## src/rtl/sdseq_pkg.sv

```systemverilog
package sdseq_pkg;

  typedef enum logic [2:0] {
    CMD_NOP = 3'd0,
    CMD_ACT = 3'd1,
    CMD_RD  = 3'd2,
    CMD_WR  = 3'd3,
    CMD_PRE = 3'd4,
    CMD_REF = 3'd5
  } sd_cmd_e;

  function automatic int imax(input int a, input int b);
    return (a > b) ? a : b;
  endfunction

  // cycles a burst occupies the data pins (two beats per clock)
  function automatic int burst_cycles(input int bl);
    return (bl < 2) ? 1 : bl / 2;
  endfunction

  // width able to hold values 0..n
  function automatic int cnt_width(input int n);
    return (n < 1) ? 1 : $clog2(n + 1);
  endfunction

endpackage

```

## src/rtl/sdseq_bank.sv

```systemverilog
module sdseq_bank
  import sdseq_pkg::*;
#(
  parameter int ROW_W = 13,
  parameter int T_RCD = 3,
  parameter int T_RP  = 3,
  parameter int T_RAS = 8,
  parameter int BURST = 2
) (
  input  logic             clk,
  input  logic             rst_n,
  input  logic             act_i,
  input  logic             rw_i,
  input  logic             ap_i,
  input  logic             pre_i,
  input  logic [ROW_W-1:0] row_i,
  output logic             open_o,
  output logic [ROW_W-1:0] row_o,
  output logic             can_act_o,
  output logic             can_rw_o,
  output logic             can_pre_o,
  output logic             ap_fire_o
);
  localparam int LIM  = imax(T_RAS, T_RCD);
  localparam int AW   = cnt_width(LIM);
  localparam int PW   = cnt_width(T_RP);
  localparam int BW   = cnt_width(BURST);

  logic             open_q;
  logic [ROW_W-1:0] row_q;
  logic [AW-1:0]    ras_cnt_q;   // cycles since ACTIVE, saturating
  logic [PW-1:0]    pre_cnt_q;   // cycles left of precharge time
  logic [BW-1:0]    bst_cnt_q;   // cycles left of the current burst
  logic             ap_pend_q;

  logic rcd_met, ras_met;
  assign rcd_met = ras_cnt_q >= AW'(T_RCD);
  assign ras_met = ras_cnt_q >= AW'(T_RAS);

  assign ap_fire_o = open_q && ap_pend_q && (bst_cnt_q == '0) && ras_met;
  assign can_act_o = !open_q && (pre_cnt_q == '0);
  assign can_rw_o  = open_q && rcd_met && !ap_pend_q;
  assign can_pre_o = open_q && ras_met && !ap_pend_q;
  assign open_o    = open_q;
  assign row_o     = row_q;

  always_ff @(posedge clk) begin
    if (!rst_n) begin
      open_q    <= 1'b0;
      row_q     <= '0;
      ras_cnt_q <= '0;
      pre_cnt_q <= '0;
      bst_cnt_q <= '0;
      ap_pend_q <= 1'b0;
    end else begin
      if (act_i) begin
        open_q    <= 1'b1;
        row_q     <= row_i;
        ras_cnt_q <= AW'(1);
      end else if (ras_cnt_q < AW'(LIM)) begin
        ras_cnt_q <= ras_cnt_q + AW'(1);
      end

      if (pre_i || ap_fire_o) begin
        open_q    <= 1'b0;
        ap_pend_q <= 1'b0;
        pre_cnt_q <= PW'(T_RP - 1);
      end else if (pre_cnt_q != '0) begin
        pre_cnt_q <= pre_cnt_q - PW'(1);
      end

      if (rw_i) begin
        ap_pend_q <= ap_i;
        bst_cnt_q <= BW'(BURST - 1);
      end else if (bst_cnt_q != '0) begin
        bst_cnt_q <= bst_cnt_q - BW'(1);
      end
    end
  end

endmodule

```

## src/rtl/sdseq_refresh.sv

```systemverilog
module sdseq_refresh
  import sdseq_pkg::*;
#(
  parameter int T_REFI = 780
) (
  input  logic clk,
  input  logic rst_n,
  output logic tick_o
);
  localparam int CW = cnt_width(T_REFI);

  logic [CW-1:0] cnt_q;

  assign tick_o = (cnt_q == CW'(T_REFI - 1));

  always_ff @(posedge clk) begin
    if (!rst_n)      cnt_q <= '0;
    else if (tick_o) cnt_q <= '0;
    else             cnt_q <= cnt_q + CW'(1);
  end

endmodule

```

## src/rtl/sdseq_sched.sv

```systemverilog
module sdseq_sched
  import sdseq_pkg::*;
#(
  parameter int NB    = 4,
  parameter int ROW_W = 13,
  parameter int COL_W = 10,
  parameter int BURST = 2,
  parameter int T_RFC = 14,
  localparam int BANK_W = $clog2(NB),
  localparam int ADDR_W = imax(ROW_W, COL_W)
) (
  input  logic                     clk,
  input  logic                     rst_n,
  input  logic                     req_valid_i,
  output logic                     req_ready_o,
  input  logic                     req_write_i,
  input  logic                     req_ap_i,
  input  logic [BANK_W-1:0]        req_bank_i,
  input  logic [ROW_W-1:0]         req_row_i,
  input  logic [COL_W-1:0]         req_col_i,
  input  logic                     ref_tick_i,
  input  logic [NB-1:0]            open_v,
  input  logic [NB-1:0][ROW_W-1:0] row_v,
  input  logic [NB-1:0]            can_act_v,
  input  logic [NB-1:0]            can_rw_v,
  input  logic [NB-1:0]            can_pre_v,
  output logic [NB-1:0]            act_v,
  output logic [NB-1:0]            rw_v,
  output logic [NB-1:0]            pre_v,
  output logic [ROW_W-1:0]         act_row_o,
  output logic                     ap_o,
  output logic [2:0]               cmd_o,
  output logic [BANK_W-1:0]        cmd_bank_o,
  output logic [ADDR_W-1:0]        cmd_addr_o,
  output logic                     ref_pend_o
);
  localparam int RW_W = cnt_width(T_RFC);
  localparam int BS_W = cnt_width(BURST);

  logic              req_v_q, req_wr_q, req_ap_q;
  logic [BANK_W-1:0] req_bank_q;
  logic [ROW_W-1:0]  req_row_q;
  logic [COL_W-1:0]  req_col_q;
  logic              ref_pend_q;
  logic [RW_W-1:0]   rfc_cnt_q;
  logic [BS_W-1:0]   bus_cnt_q;

  sd_cmd_e           nxt_cmd;
  logic [BANK_W-1:0] tgt;
  logic [ADDR_W-1:0] addr;
  logic              ap;
  logic [BANK_W-1:0] pre_pick;
  logic              pre_found;
  logic              row_hit;
  logic              is_act, is_rw, is_pre, is_ref;

  assign row_hit = open_v[req_bank_q] && (row_v[req_bank_q] == req_row_q);

  always_comb begin
    nxt_cmd   = CMD_NOP;
    tgt       = '0;
    addr      = '0;
    ap        = 1'b0;
    pre_pick  = '0;
    pre_found = 1'b0;
    for (int i = NB - 1; i >= 0; i--) begin
      if (open_v[i] && can_pre_v[i]) begin
        pre_pick  = BANK_W'(i);
        pre_found = 1'b1;
      end
    end
    if (ref_pend_q) begin
      if (pre_found) begin
        nxt_cmd = CMD_PRE;
        tgt     = pre_pick;
      end else if (&can_act_v) begin
        nxt_cmd = CMD_REF;
      end
    end else if (req_v_q) begin
      tgt = req_bank_q;
      if (row_hit) begin
        if (can_rw_v[req_bank_q] && (bus_cnt_q == '0)) begin
          nxt_cmd = req_wr_q ? CMD_WR : CMD_RD;
          addr    = ADDR_W'(req_col_q);
          ap      = req_ap_q;
        end
      end else if (open_v[req_bank_q]) begin
        if (can_pre_v[req_bank_q]) nxt_cmd = CMD_PRE;
      end else if (can_act_v[req_bank_q] && (rfc_cnt_q == '0)) begin
        nxt_cmd = CMD_ACT;
        addr    = ADDR_W'(req_row_q);
      end
    end
  end

  assign is_act = (nxt_cmd == CMD_ACT);
  assign is_rw  = (nxt_cmd == CMD_RD) || (nxt_cmd == CMD_WR);
  assign is_pre = (nxt_cmd == CMD_PRE);
  assign is_ref = (nxt_cmd == CMD_REF);

  assign act_v = NB'(is_act) << tgt;
  assign rw_v  = NB'(is_rw)  << tgt;
  assign pre_v = NB'(is_pre) << tgt;

  assign act_row_o   = req_row_q;
  assign ap_o        = ap;
  assign cmd_o       = nxt_cmd;
  assign cmd_bank_o  = tgt;
  assign cmd_addr_o  = addr;
  assign ref_pend_o  = ref_pend_q;
  assign req_ready_o = !req_v_q && !ref_pend_q && (rfc_cnt_q == '0);

  always_ff @(posedge clk) begin
    if (!rst_n) begin
      req_v_q    <= 1'b0;
      req_wr_q   <= 1'b0;
      req_ap_q   <= 1'b0;
      req_bank_q <= '0;
      req_row_q  <= '0;
      req_col_q  <= '0;
      ref_pend_q <= 1'b0;
      rfc_cnt_q  <= '0;
      bus_cnt_q  <= '0;
    end else begin
      if (req_valid_i && req_ready_o) begin
        req_v_q    <= 1'b1;
        req_wr_q   <= req_write_i;
        req_ap_q   <= req_ap_i;
        req_bank_q <= req_bank_i;
        req_row_q  <= req_row_i;
        req_col_q  <= req_col_i;
      end else if (is_rw) begin
        req_v_q <= 1'b0;
      end

      if (is_ref)     ref_pend_q <= 1'b0;
      if (ref_tick_i) ref_pend_q <= 1'b1;

      if (is_ref)                rfc_cnt_q <= RW_W'(T_RFC - 1);
      else if (rfc_cnt_q != '0)  rfc_cnt_q <= rfc_cnt_q - RW_W'(1);

      if (is_rw)                 bus_cnt_q <= BS_W'(BURST - 1);
      else if (bus_cnt_q != '0)  bus_cnt_q <= bus_cnt_q - BS_W'(1);
    end
  end

endmodule

```

## src/rtl/sdseq_top.sv

```systemverilog
module sdseq_top
  import sdseq_pkg::*;
#(
  parameter int ROW_W  = 13,
  parameter int COL_W  = 10,
  parameter int BL     = 4,
  parameter int T_RCD  = 3,
  parameter int T_RP   = 3,
  parameter int T_RAS  = 8,
  parameter int T_RFC  = 14,
  parameter int T_REFI = 780,
  localparam int NB     = 4,
  localparam int BANK_W = $clog2(NB),
  localparam int ADDR_W = imax(ROW_W, COL_W),
  localparam int BURST  = burst_cycles(BL)
) (
  input  logic              clk,
  input  logic              rst_n,
  input  logic              req_valid_i,
  output logic              req_ready_o,
  input  logic              req_write_i,
  input  logic              req_ap_i,
  input  logic [BANK_W-1:0] req_bank_i,
  input  logic [ROW_W-1:0]  req_row_i,
  input  logic [COL_W-1:0]  req_col_i,
  output logic [2:0]        cmd_o,
  output logic [BANK_W-1:0] cmd_bank_o,
  output logic [ADDR_W-1:0] cmd_addr_o,
  output logic              cmd_ap_o
);
  // named internal events, observed by the bound checker
  logic [NB-1:0]            bank_open;
  logic [NB-1:0][ROW_W-1:0] bank_row;
  logic [NB-1:0]            bank_can_act, bank_can_rw, bank_can_pre;
  logic [NB-1:0]            ap_fire;
  logic [NB-1:0]            act_v, rw_v, pre_v;
  logic [ROW_W-1:0]         act_row;
  logic                     ap_flag;
  logic                     ref_tick;
  logic                     ref_pend;

  for (genvar g = 0; g < NB; g++) begin : g_bank
    sdseq_bank #(
      .ROW_W(ROW_W), .T_RCD(T_RCD), .T_RP(T_RP), .T_RAS(T_RAS), .BURST(BURST)
    ) u_bank (
      .clk      (clk),
      .rst_n    (rst_n),
      .act_i    (act_v[g]),
      .rw_i     (rw_v[g]),
      .ap_i     (ap_flag),
      .pre_i    (pre_v[g]),
      .row_i    (act_row),
      .open_o   (bank_open[g]),
      .row_o    (bank_row[g]),
      .can_act_o(bank_can_act[g]),
      .can_rw_o (bank_can_rw[g]),
      .can_pre_o(bank_can_pre[g]),
      .ap_fire_o(ap_fire[g])
    );
  end

  sdseq_refresh #(.T_REFI(T_REFI)) u_refresh (
    .clk   (clk),
    .rst_n (rst_n),
    .tick_o(ref_tick)
  );

  sdseq_sched #(
    .NB(NB), .ROW_W(ROW_W), .COL_W(COL_W), .BURST(BURST), .T_RFC(T_RFC)
  ) u_sched (
    .clk        (clk),
    .rst_n      (rst_n),
    .req_valid_i(req_valid_i),
    .req_ready_o(req_ready_o),
    .req_write_i(req_write_i),
    .req_ap_i   (req_ap_i),
    .req_bank_i (req_bank_i),
    .req_row_i  (req_row_i),
    .req_col_i  (req_col_i),
    .ref_tick_i (ref_tick),
    .open_v     (bank_open),
    .row_v      (bank_row),
    .can_act_v  (bank_can_act),
    .can_rw_v   (bank_can_rw),
    .can_pre_v  (bank_can_pre),
    .act_v      (act_v),
    .rw_v       (rw_v),
    .pre_v      (pre_v),
    .act_row_o  (act_row),
    .ap_o       (ap_flag),
    .cmd_o      (cmd_o),
    .cmd_bank_o (cmd_bank_o),
    .cmd_addr_o (cmd_addr_o),
    .ref_pend_o (ref_pend)
  );

  assign cmd_ap_o = ap_flag;

endmodule

```

## config.mk

```make
export PLATFORM = sky130hd
export DESIGN_NAME = sdseq_top
export DESIGN_NICKNAME = d
export VERILOG_FILES = /design/src/rtl/sdseq_pkg.sv /design/src/rtl/sdseq_bank.sv /design/src/rtl/sdseq_refresh.sv /design/src/rtl/sdseq_sched.sv /design/src/rtl/sdseq_top.sv
export SDC_FILE = /design/constraint.sdc
export NUM_CORES = 1
export LEC_CHECK = 0
export ABC_AREA = 1
export BUFFER_PORTS_ARGS = -buffer_cell sky130_fd_sc_hd__buf_2
export CAP_MARGIN = 20
export CORE_ASPECT_RATIO = 0.5
export CORE_UTILIZATION = 25
export CTS_BUF_LIST = sky130_fd_sc_hd__clkbuf_8
export DETAILED_ROUTE_END_ITERATION = 8
export PLACE_DENSITY_LB_ADDON = 0.1
export SLEW_MARGIN = 20
export SYNTH_ARGS = -nofsm -noshare
export SYNTH_HDL_FRONTEND = slang
export SYNTH_SLANG_ARGS = --single-unit
```

## constraint.sdc

```tcl
create_clock -name clk -period 2.82 [get_ports clk]
set_input_delay 0.564 -clock clk [delete_from_list [all_inputs] [get_ports clk]]
set_output_delay 0.564 -clock clk [all_outputs]
set_load 0.02 [all_outputs]
```

==> impl_metrics.py, run 1 <==
metrics = {
    "cts": {
        "htree_levels": 4,
        "hold_buffers": 0,
        "cts-root-buf": "clkbuf_8",
        "insertion_delay_ns": 0.48,
        "numCtsBuffers": 17,
        "clk_pin_slew_ns": 0.09,
        "cts_buffer_depth": 2,
        "cts.sinks": 137,
        "cts_tree": "built",
    },
    "setup_path": {
        "arrival_ns": 2.61,
        "rrSetupSlack_ns": 0.37,
        "crit_path_start": "u_sched.req_bank_q[0]",
        "crit_fanout": 8,
        "regToRegEndpoint": "g_bank[1].u_bank.pre_cnt_q[1]",
        "end_kind": "output port",
        "cp_data_required_time_ns": 2.26,
        "r2r-start": "u_sched.req_bank_q[0]",
        "worst_r2r_path_depth": 20,
        "start_kind": "register",
        "critPathKind": "register to output port",
    },
    "detailed_routing": {
        "routed_via_density": 4.409,
        "drc": 0,
        "drtAntennaViolNets": 0,
        "wirelength_microns": 19530,
        "wire_per_inst_microns": 14.34,
        "first_pass_iters": 4,
        "first_iter_violations": 224,
        "via_count": 6005,
    },
    "global_route": {
        "grt.overflow.total": 0,
        "antenna_found_initial": 0,
        "grt_pass1_vias": 5968,
        "grt_max_degree": 84,
        "grt.total_usage_pct": 15.36,
        "grt_pass1_wl_microns": 31710,
    },
    "min_path": {
        "min_to": "u_sched.req_col_q[4]",
        "hp-class": "input pin to register",
        "whs_path_depth": 3,
        "hp-start": "req_col_i[4]",
    },
    "floorplanning": {
        "dieArea_sq_um": 27240,
        "die-width_microns": 232.4,
        "io_pins": 50,
        "chipHeight_microns": 117.2,
        "core_sq_um": 25650,
        "start_util_pct": 25.87,
        "rows": 41,
    },
    "placed_design": {
        "routabilityCongestion": 0.7879,
        "post_dp_cell_area_sq_um": 7408,
        "dp_slack_ns": 0.006818,
        "place.detailed.hpwl_microns": 13510,
        "io_buffers": 49,
        "place_inst": 1313,
    },
    "power": {
        "clockPowerShare_pct": 27.5,
        "pwr_density_cell_nw_per_um2": 871.2,
        "p_seq_share_pct": 34.1,
        "p_switching_mw": 2.768,
        "vdd_ir_drop_max_mv": 0.3224,
        "swShare_pct": 37.60,
        "power.internal_mw": 4.595,
        "p_leak_nw": 3.354,
        "power_mw": 7.363,
        "power_frac_comb_pct": 38.3,
    },
    "timing": {
        "tightestPinTransition_ns": 0.5501,
        "grt_setup_unrepaired": "yes",
        "finalSetupTns_ns": -4.500,
        "hold_viol": 0,
        "relSlewSlack_pct": 63.05,
        "fin_crit_ns": 3.175,
        "setup_viol": 17,
        "clock_skew_ns": 0.01647,
        "post-route-worst-setup-slack_ns": -0.3553,
        "hold-worst-slack_ns": 0.3451,
        "max_freq_mhz": 314.9,
        "slew_violations": 0,
        "post-route-period-util_pct": 112.6,
    },
    "finish": {
        "finalInstanceArea_sq_um": 8452,
        "final_util_pct": 32.95,
        "regArea_sq_um": 2745,
        "nNetsFinal": 1050,
        "drive_gt1_share_pct": 22.99,
        "multi_input_comb_area_sq_um": 3376,
        "num-fill-cells": 2752,
        "finalNonFillerCells": 1362,
        "syn2layout_area_growth_pct": 27.36,
        "n_antenna_cell": 0,
    },
    "synthesis": {
        "ys_ff_latch": 137,
        "avgSynthCellArea_sq_um": 7.174,
        "syn-cell-area_sq_um": 6636,
        "syn_nets": 970,
        "synthFlopType": "dfxtp_1",
        "synth_cell_types": 40,
        "synth-edff-count": 0,
        "ys_seq_area_share_pct": 41.33,
        "ys_warn_count": 0,
        "synthCells": 925,
        "synth-async-reset-ratio_pct": 0,
    },
    "run": {
        "max-cap-violations": 0,
    },
    "status": {
        "failed_checks": "setup timing",
        "outcome": "finished with violations",
    },
}
layout make-up:
class                      count  area share (%)
multi-input combinational    607           39.94
sequential                   137           32.48
timing repair buffer          99           9.726
inverter                     141           6.558
tap                          344           5.093
clock buffer                  20           3.257
clock inverter                12           2.605
timing repair inverter         2          0.3405
cell usage in the layout (no fill, tap or decap), drive strengths merged:
cell	count
nor3b	2
bufinv	6
a2111oi	1
nor3	13
a22o	2
a211oi	4
nor2	72
o22ai	2
nand2	165
a21oi	103
nand2b	1
inv	142
nor4	4
nand4	14
dfxtp	137
clkinvlp	4
or2	5
o21bai	2
clkinv	3
o21ai	101
o31ai	3
ha	15
and2	2
buf	98
xor2	10
nand3	84
a31oi	2
clkbuf	21
layer usage:
layer	wire, microns	share of wire [%]	vias up	GRT usage, %
li1	-	-	3154	-
met1	9873	51	2785	20.02
met2	8946	46	48	25.26
met3	444	2.3	18	3.270
met4	262	1.3	0	5.351
met5	0	0	-	0
sequential cells by signal, summed over array words and instances (netlist names), 4 cells and up:
name,cells
u_sched.rfc_cnt_q,4
u_sched.act_row_o,13
u_sched.req_col_q,10
g_bank.u_bank.ras_cnt_q,16
g_bank.u_bank.open_o,4
g_bank.u_bank.row_o,52
g_bank.u_bank.ap_pend_q,4
g_bank.u_bank.bst_cnt_q,8
u_refresh.cnt_q,10
g_bank.u_bank.pre_cnt_q,8
Yosys cell counts, types with 3 or more instances:
| master | n | share of area, % |
|---|---|---|
| buf_2 | 12 | 0.91 |
| nand3_2 | 13 | 2.0 |
| nand4_1 | 14 | 1.3 |
| a21oi_2 | 5 | 0.66 |
| nand3_1 | 71 | 5.4 |
| inv_2 | 6 | 0.34 |
| clkbuf_1 | 18 | 1.0 |
| o31ai_1 | 3 | 0.34 |
| xor2_1 | 8 | 1.1 |
| or2_2 | 5 | 0.47 |
| dfxtp_1 | 137 | 41 |
| nor3_1 | 13 | 0.98 |
| a211oi_1 | 4 | 0.45 |
| nor2_1 | 67 | 3.8 |
| inv_1 | 132 | 7.5 |
| o21ai_0 | 100 | 7.5 |
| buf_4 | 3 | 0.34 |
| buf_6 | 7 | 1.2 |
| ha_1 | 15 | 2.8 |
| a21oi_1 | 98 | 7.4 |
| nor2_2 | 4 | 0.38 |
| nand2_1 | 162 | 9.2 |
| nor4_1 | 4 | 0.38 |
critical path: stages, from the launching register on:
cell     delay, ns
dfxtp_2       0.35
buf_12        0.15
buf_12        0.15
inv_16        0.07
nand2_1       0.06
nand3_2       0.07
nand2_1       0.06
nand2_2       0.06
and2_1        0.11
nand4_1       0.11
nor4_1        0.22
and2_1        0.20
nand2_2       0.08
inv_4         0.11
nand2_1       0.07
o31ai_1       0.07
buf_4         0.19
what timing repair did:
item | in CTS | in global routing
buffers inserted | 10 | 5
pin swaps | 18 | 24
gates cloned | 1 | 2
endpoints found under the setup margin | 17 | 17
resized for setup | 67 | 45
power by group through the flow:
stage               clock network, mW  logic (mW)  registers (mW)
finish                           2.03        2.82            2.51
floorplan                           0        1.66            2.47
global route                     2.17        3.20            2.57
CTS                              2.10        2.64            2.51
detailed placement                  0        2.36            2.56
global placement                    0        2.34            2.56
cell families (layout without fill, tap and decap cells):
family,after synthesis,in the layout,share of synthesized area (%)
adders and majority gates,15,15,2.828
DFF,137,137,41.33
buffers and inverters,181,274,11.58
xor gates and xnor gates,10,10,1.546
AOI/OAI and AO/OA,220,220,17.76
and+or+nand+nor,362,362,24.96
worst max path at each step:
stage	endpoint	slack, ns	depth (start not counted)
2_1_floorplan	cmd_addr_o[1]	0.32	14
3_3_place_gp	cmd_addr_o[3]	0.08	12
3_5_place_dp	cmd_addr_o[6]	0.007	12
4_1_cts	cmd_addr_o[9]	-0.38	18
5_1_grt	cmd_addr_o[6]	-0.57	14
6_report	cmd_addr_o[6]	-0.36	16
No activity file was read; power rests on OpenSTA's default activity.
==> inputs of run 2 (changes only) <==
--- a/config.mk
+++ b/config.mk
@@ -8,7 +8,6 @@
 export ABC_AREA = 1
 export BUFFER_PORTS_ARGS = -buffer_cell sky130_fd_sc_hd__buf_2
 export CAP_MARGIN = 20
-export CORE_ASPECT_RATIO = 0.5
 export CORE_UTILIZATION = 25
 export CTS_BUF_LIST = sky130_fd_sc_hd__clkbuf_8
 export DETAILED_ROUTE_END_ITERATION = 8
==> run 2 against run 1 <==
The run still ends with setup timing left. Clock power decreased by 10%. Sequential share of layout area increased by 2.1 points. Worst setup slack improved by 0.14 ns. Sequential cell count unchanged. Wire length decreased by 1.0%. Cell count decreased by 1.7%. Combinational power decreased by 17%. Final area decreased by 6.1%. Clock skew increased by 0.0036 ns. Via count decreased by 2.6%. Critical endpoint is now cmd_addr_o[9]. Largest cell class unchanged.
==> impl_metrics.py, run 2 (synthesis gave the netlist of run 1 again) <==
metrics = {
    "global_route": {
        "grt.total_usage_pct": 14.98,
        "grt.overflow.total": 0,
        "grt_pass1_vias": 5427,
        "antenna_found_initial": 0,
        "grt_max_degree": 97,
        "grt_pass1_wl_microns": 30850,
    },
    "timing": {
        "post-route-worst-setup-slack_ns": -0.2160,
        "tightestPinTransition_ns": 0.4840,
        "hold_viol": 0,
        "relSlewSlack_pct": 67.73,
        "max_freq_mhz": 329.4,
        "hold-worst-slack_ns": 0.3474,
        "grt_setup_unrepaired": "yes",
        "post-route-period-util_pct": 107.7,
        "clock_skew_ns": 0.02006,
        "setup_viol": 14,
        "fin_crit_ns": 3.036,
        "slew_violations": 0,
    },
    "detailed_routing": {
        "drtAntennaViolNets": 0,
        "first_iter_violations": 297,
        "via_count": 5849,
        "wirelength_microns": 19330,
        "drc": 0,
        "first_pass_iters": 7,
        "wire_per_inst_microns": 14.43,
        "routed_via_density": 4.368,
    },
    "cts": {
        "cts_tree": "built",
        "cts.sinks": 137,
        "clk_pin_slew_ns": 0.10,
        "cts_buffer_depth": 2,
        "cts-root-buf": "clkbuf_8",
        "numCtsBuffers": 17,
        "htree_levels": 4,
        "insertion_delay_ns": 0.46,
    },
    "floorplanning": {
        "core_sq_um": 26060,
        "die-width_microns": 164.9,
        "rows": 59,
        "dieArea_sq_um": 27200,
        "chipHeight_microns": 164.9,
        "start_util_pct": 25.47,
        "io_pins": 50,
    },
    "run": {
        "max-cap-violations": 0,
    },
    "setup_path": {
        "crit_fanout": 8,
        "rrSetupSlack_ns": 0.44,
        "critPathKind": "register to output port",
        "regToRegEndpoint": "g_bank[1].u_bank.ap_pend_q",
        "arrival_ns": 2.47,
        "start_kind": "register",
        "worst_r2r_path_depth": 19,
        "cp_data_required_time_ns": 2.26,
        "end_kind": "output port",
        "r2r-start": "u_sched.req_bank_q[0]",
    },
    "power": {
        "p_leak_nw": 3.178,
        "power_mw": 6.679,
        "pwr_density_cell_nw_per_um2": 841.8,
        "vdd_ir_drop_max_mv": 0.6751,
    },
    "finish": {
        "finalInstanceArea_sq_um": 7934,
        "layout_commonest_cell": "nand2_1",
        "n_antenna_cell": 0,
        "largest_reg_flops": 52,
        "num-fill-cells": 2854,
        "finalNonFillerCells": 1339,
        "nNetsFinal": 1036,
        "syn2layout_area_growth_pct": 19.55,
        "drive_gt1_share_pct": 17.03,
        "layout_common_cells": "nand2_1, dfxtp_1, inv_1",
    },
    "placed_design": {
        "routabilityCongestion": 0.7506,
        "io_buffers": 49,
        "dp_slack_ns": 0.07483,
        "place_inst": 1299,
        "place.detailed.hpwl_microns": 13680,
        "post_dp_cell_area_sq_um": 7360,
    },
    "min_path": {
        "min_to": "u_sched.req_col_q[8]",
        "hp-start": "req_col_i[8]",
        "whs_path_depth": 3,
        "hp-class": "input pin to register",
    },
    "status": {
        "outcome": "finished with violations",
        "failed_checks": "setup timing",
    },
}
[run 2: cell count changes in the layout (fill, tap and decap cells not counted), sizes merged]
cell,previous run,this run
clkinv,3,5
inv,142,145
clkbuf,21,17
clkinvlp,4,2
buf,98,87
bufinv,6,4
[run 2: layout make-up]
class | count | area [sq um] | area share (%)
clock inverter | 15 | 200.2 | 2.523
tap | 335 | 419.2 | 5.283
sequential | 137 | 2745 | 34.60
inverter | 141 | 553.0 | 6.971
clock buffer | 17 | 234.0 | 2.949
multi-input combinational | 607 | 3166 | 39.90
timing repair buffer | 87 | 616.8 | 7.775
[run 2: where the power goes]
part	internal (mW)	switching (mW)
clock network	0.967	0.848
registers	2.25	0.278
logic	0.866	1.47
total	4.08	2.60
[run 2: through the flow]
step	TNS, ns	utilization, %
finish	-2.264	30.45
detailed placement	0	28.24
global placement	0	28.24
CTS	-2.874	30.32
global route	-6.199	30.45
floorplan	0	-
[run 2: what timing repair did]
item | CTS | global route
buffers inserted | 6 | 2
gates resized for setup | 21 | 4
setup endpoints to repair | 17 | 17
hold buffers | 0 | 0
gates cloned | 0 | 0
pin swaps | 0 | 2
[run 2: critical path, cell delays in order (launching register included)]
cell and delay [ns]:
dfxtp_2 0.35, buf_12 0.15, buf_4 0.15, nand2_1 0.05, nand3_1 0.10, nand2_1 0.06, nand2_1 0.08, nand2_1 0.06
nor2_1 0.08, nand2_1 0.07, nor2_2 0.12, nand2_1 0.07, nor2_1 0.10, nand2_1 0.10, inv_2 0.14, nand2_1 0.06
o21ai_0 0.08, buf_2 0.19
[run 2: worst max path at each step]
| stage | cells past startpoint | from | end | slack, ns |
|---|---|---|---|---|
| final | 17 | u_sched.req_bank_q[0] | cmd_addr_o[9] | -0.22 |
| after global routing | 17 | u_sched.req_bank_q[0] | cmd_addr_o[7] | -0.49 |
| after CTS | 17 | u_sched.req_bank_q[0] | cmd_addr_o[9] | -0.25 |
| after detailed placement | 14 | u_sched.req_bank_q[0] | cmd_addr_o[3] | 0.07 |
| after global placement | 14 | u_sched.req_bank_q[0] | cmd_addr_o[0] | 0.11 |
| after floorplan | 14 | u_sched.req_bank_q[0] | cmd_addr_o[1] | 0.32 |
[run 2: per-layer routing]
metal	GRT usage, %	up-vias	wire, microns
met5	0	-	0
li1	-	3142	-
met1	20.96	2613	9853
met4	4.128	0	214
met3	2.511	15	568
met2	23.53	79	8689
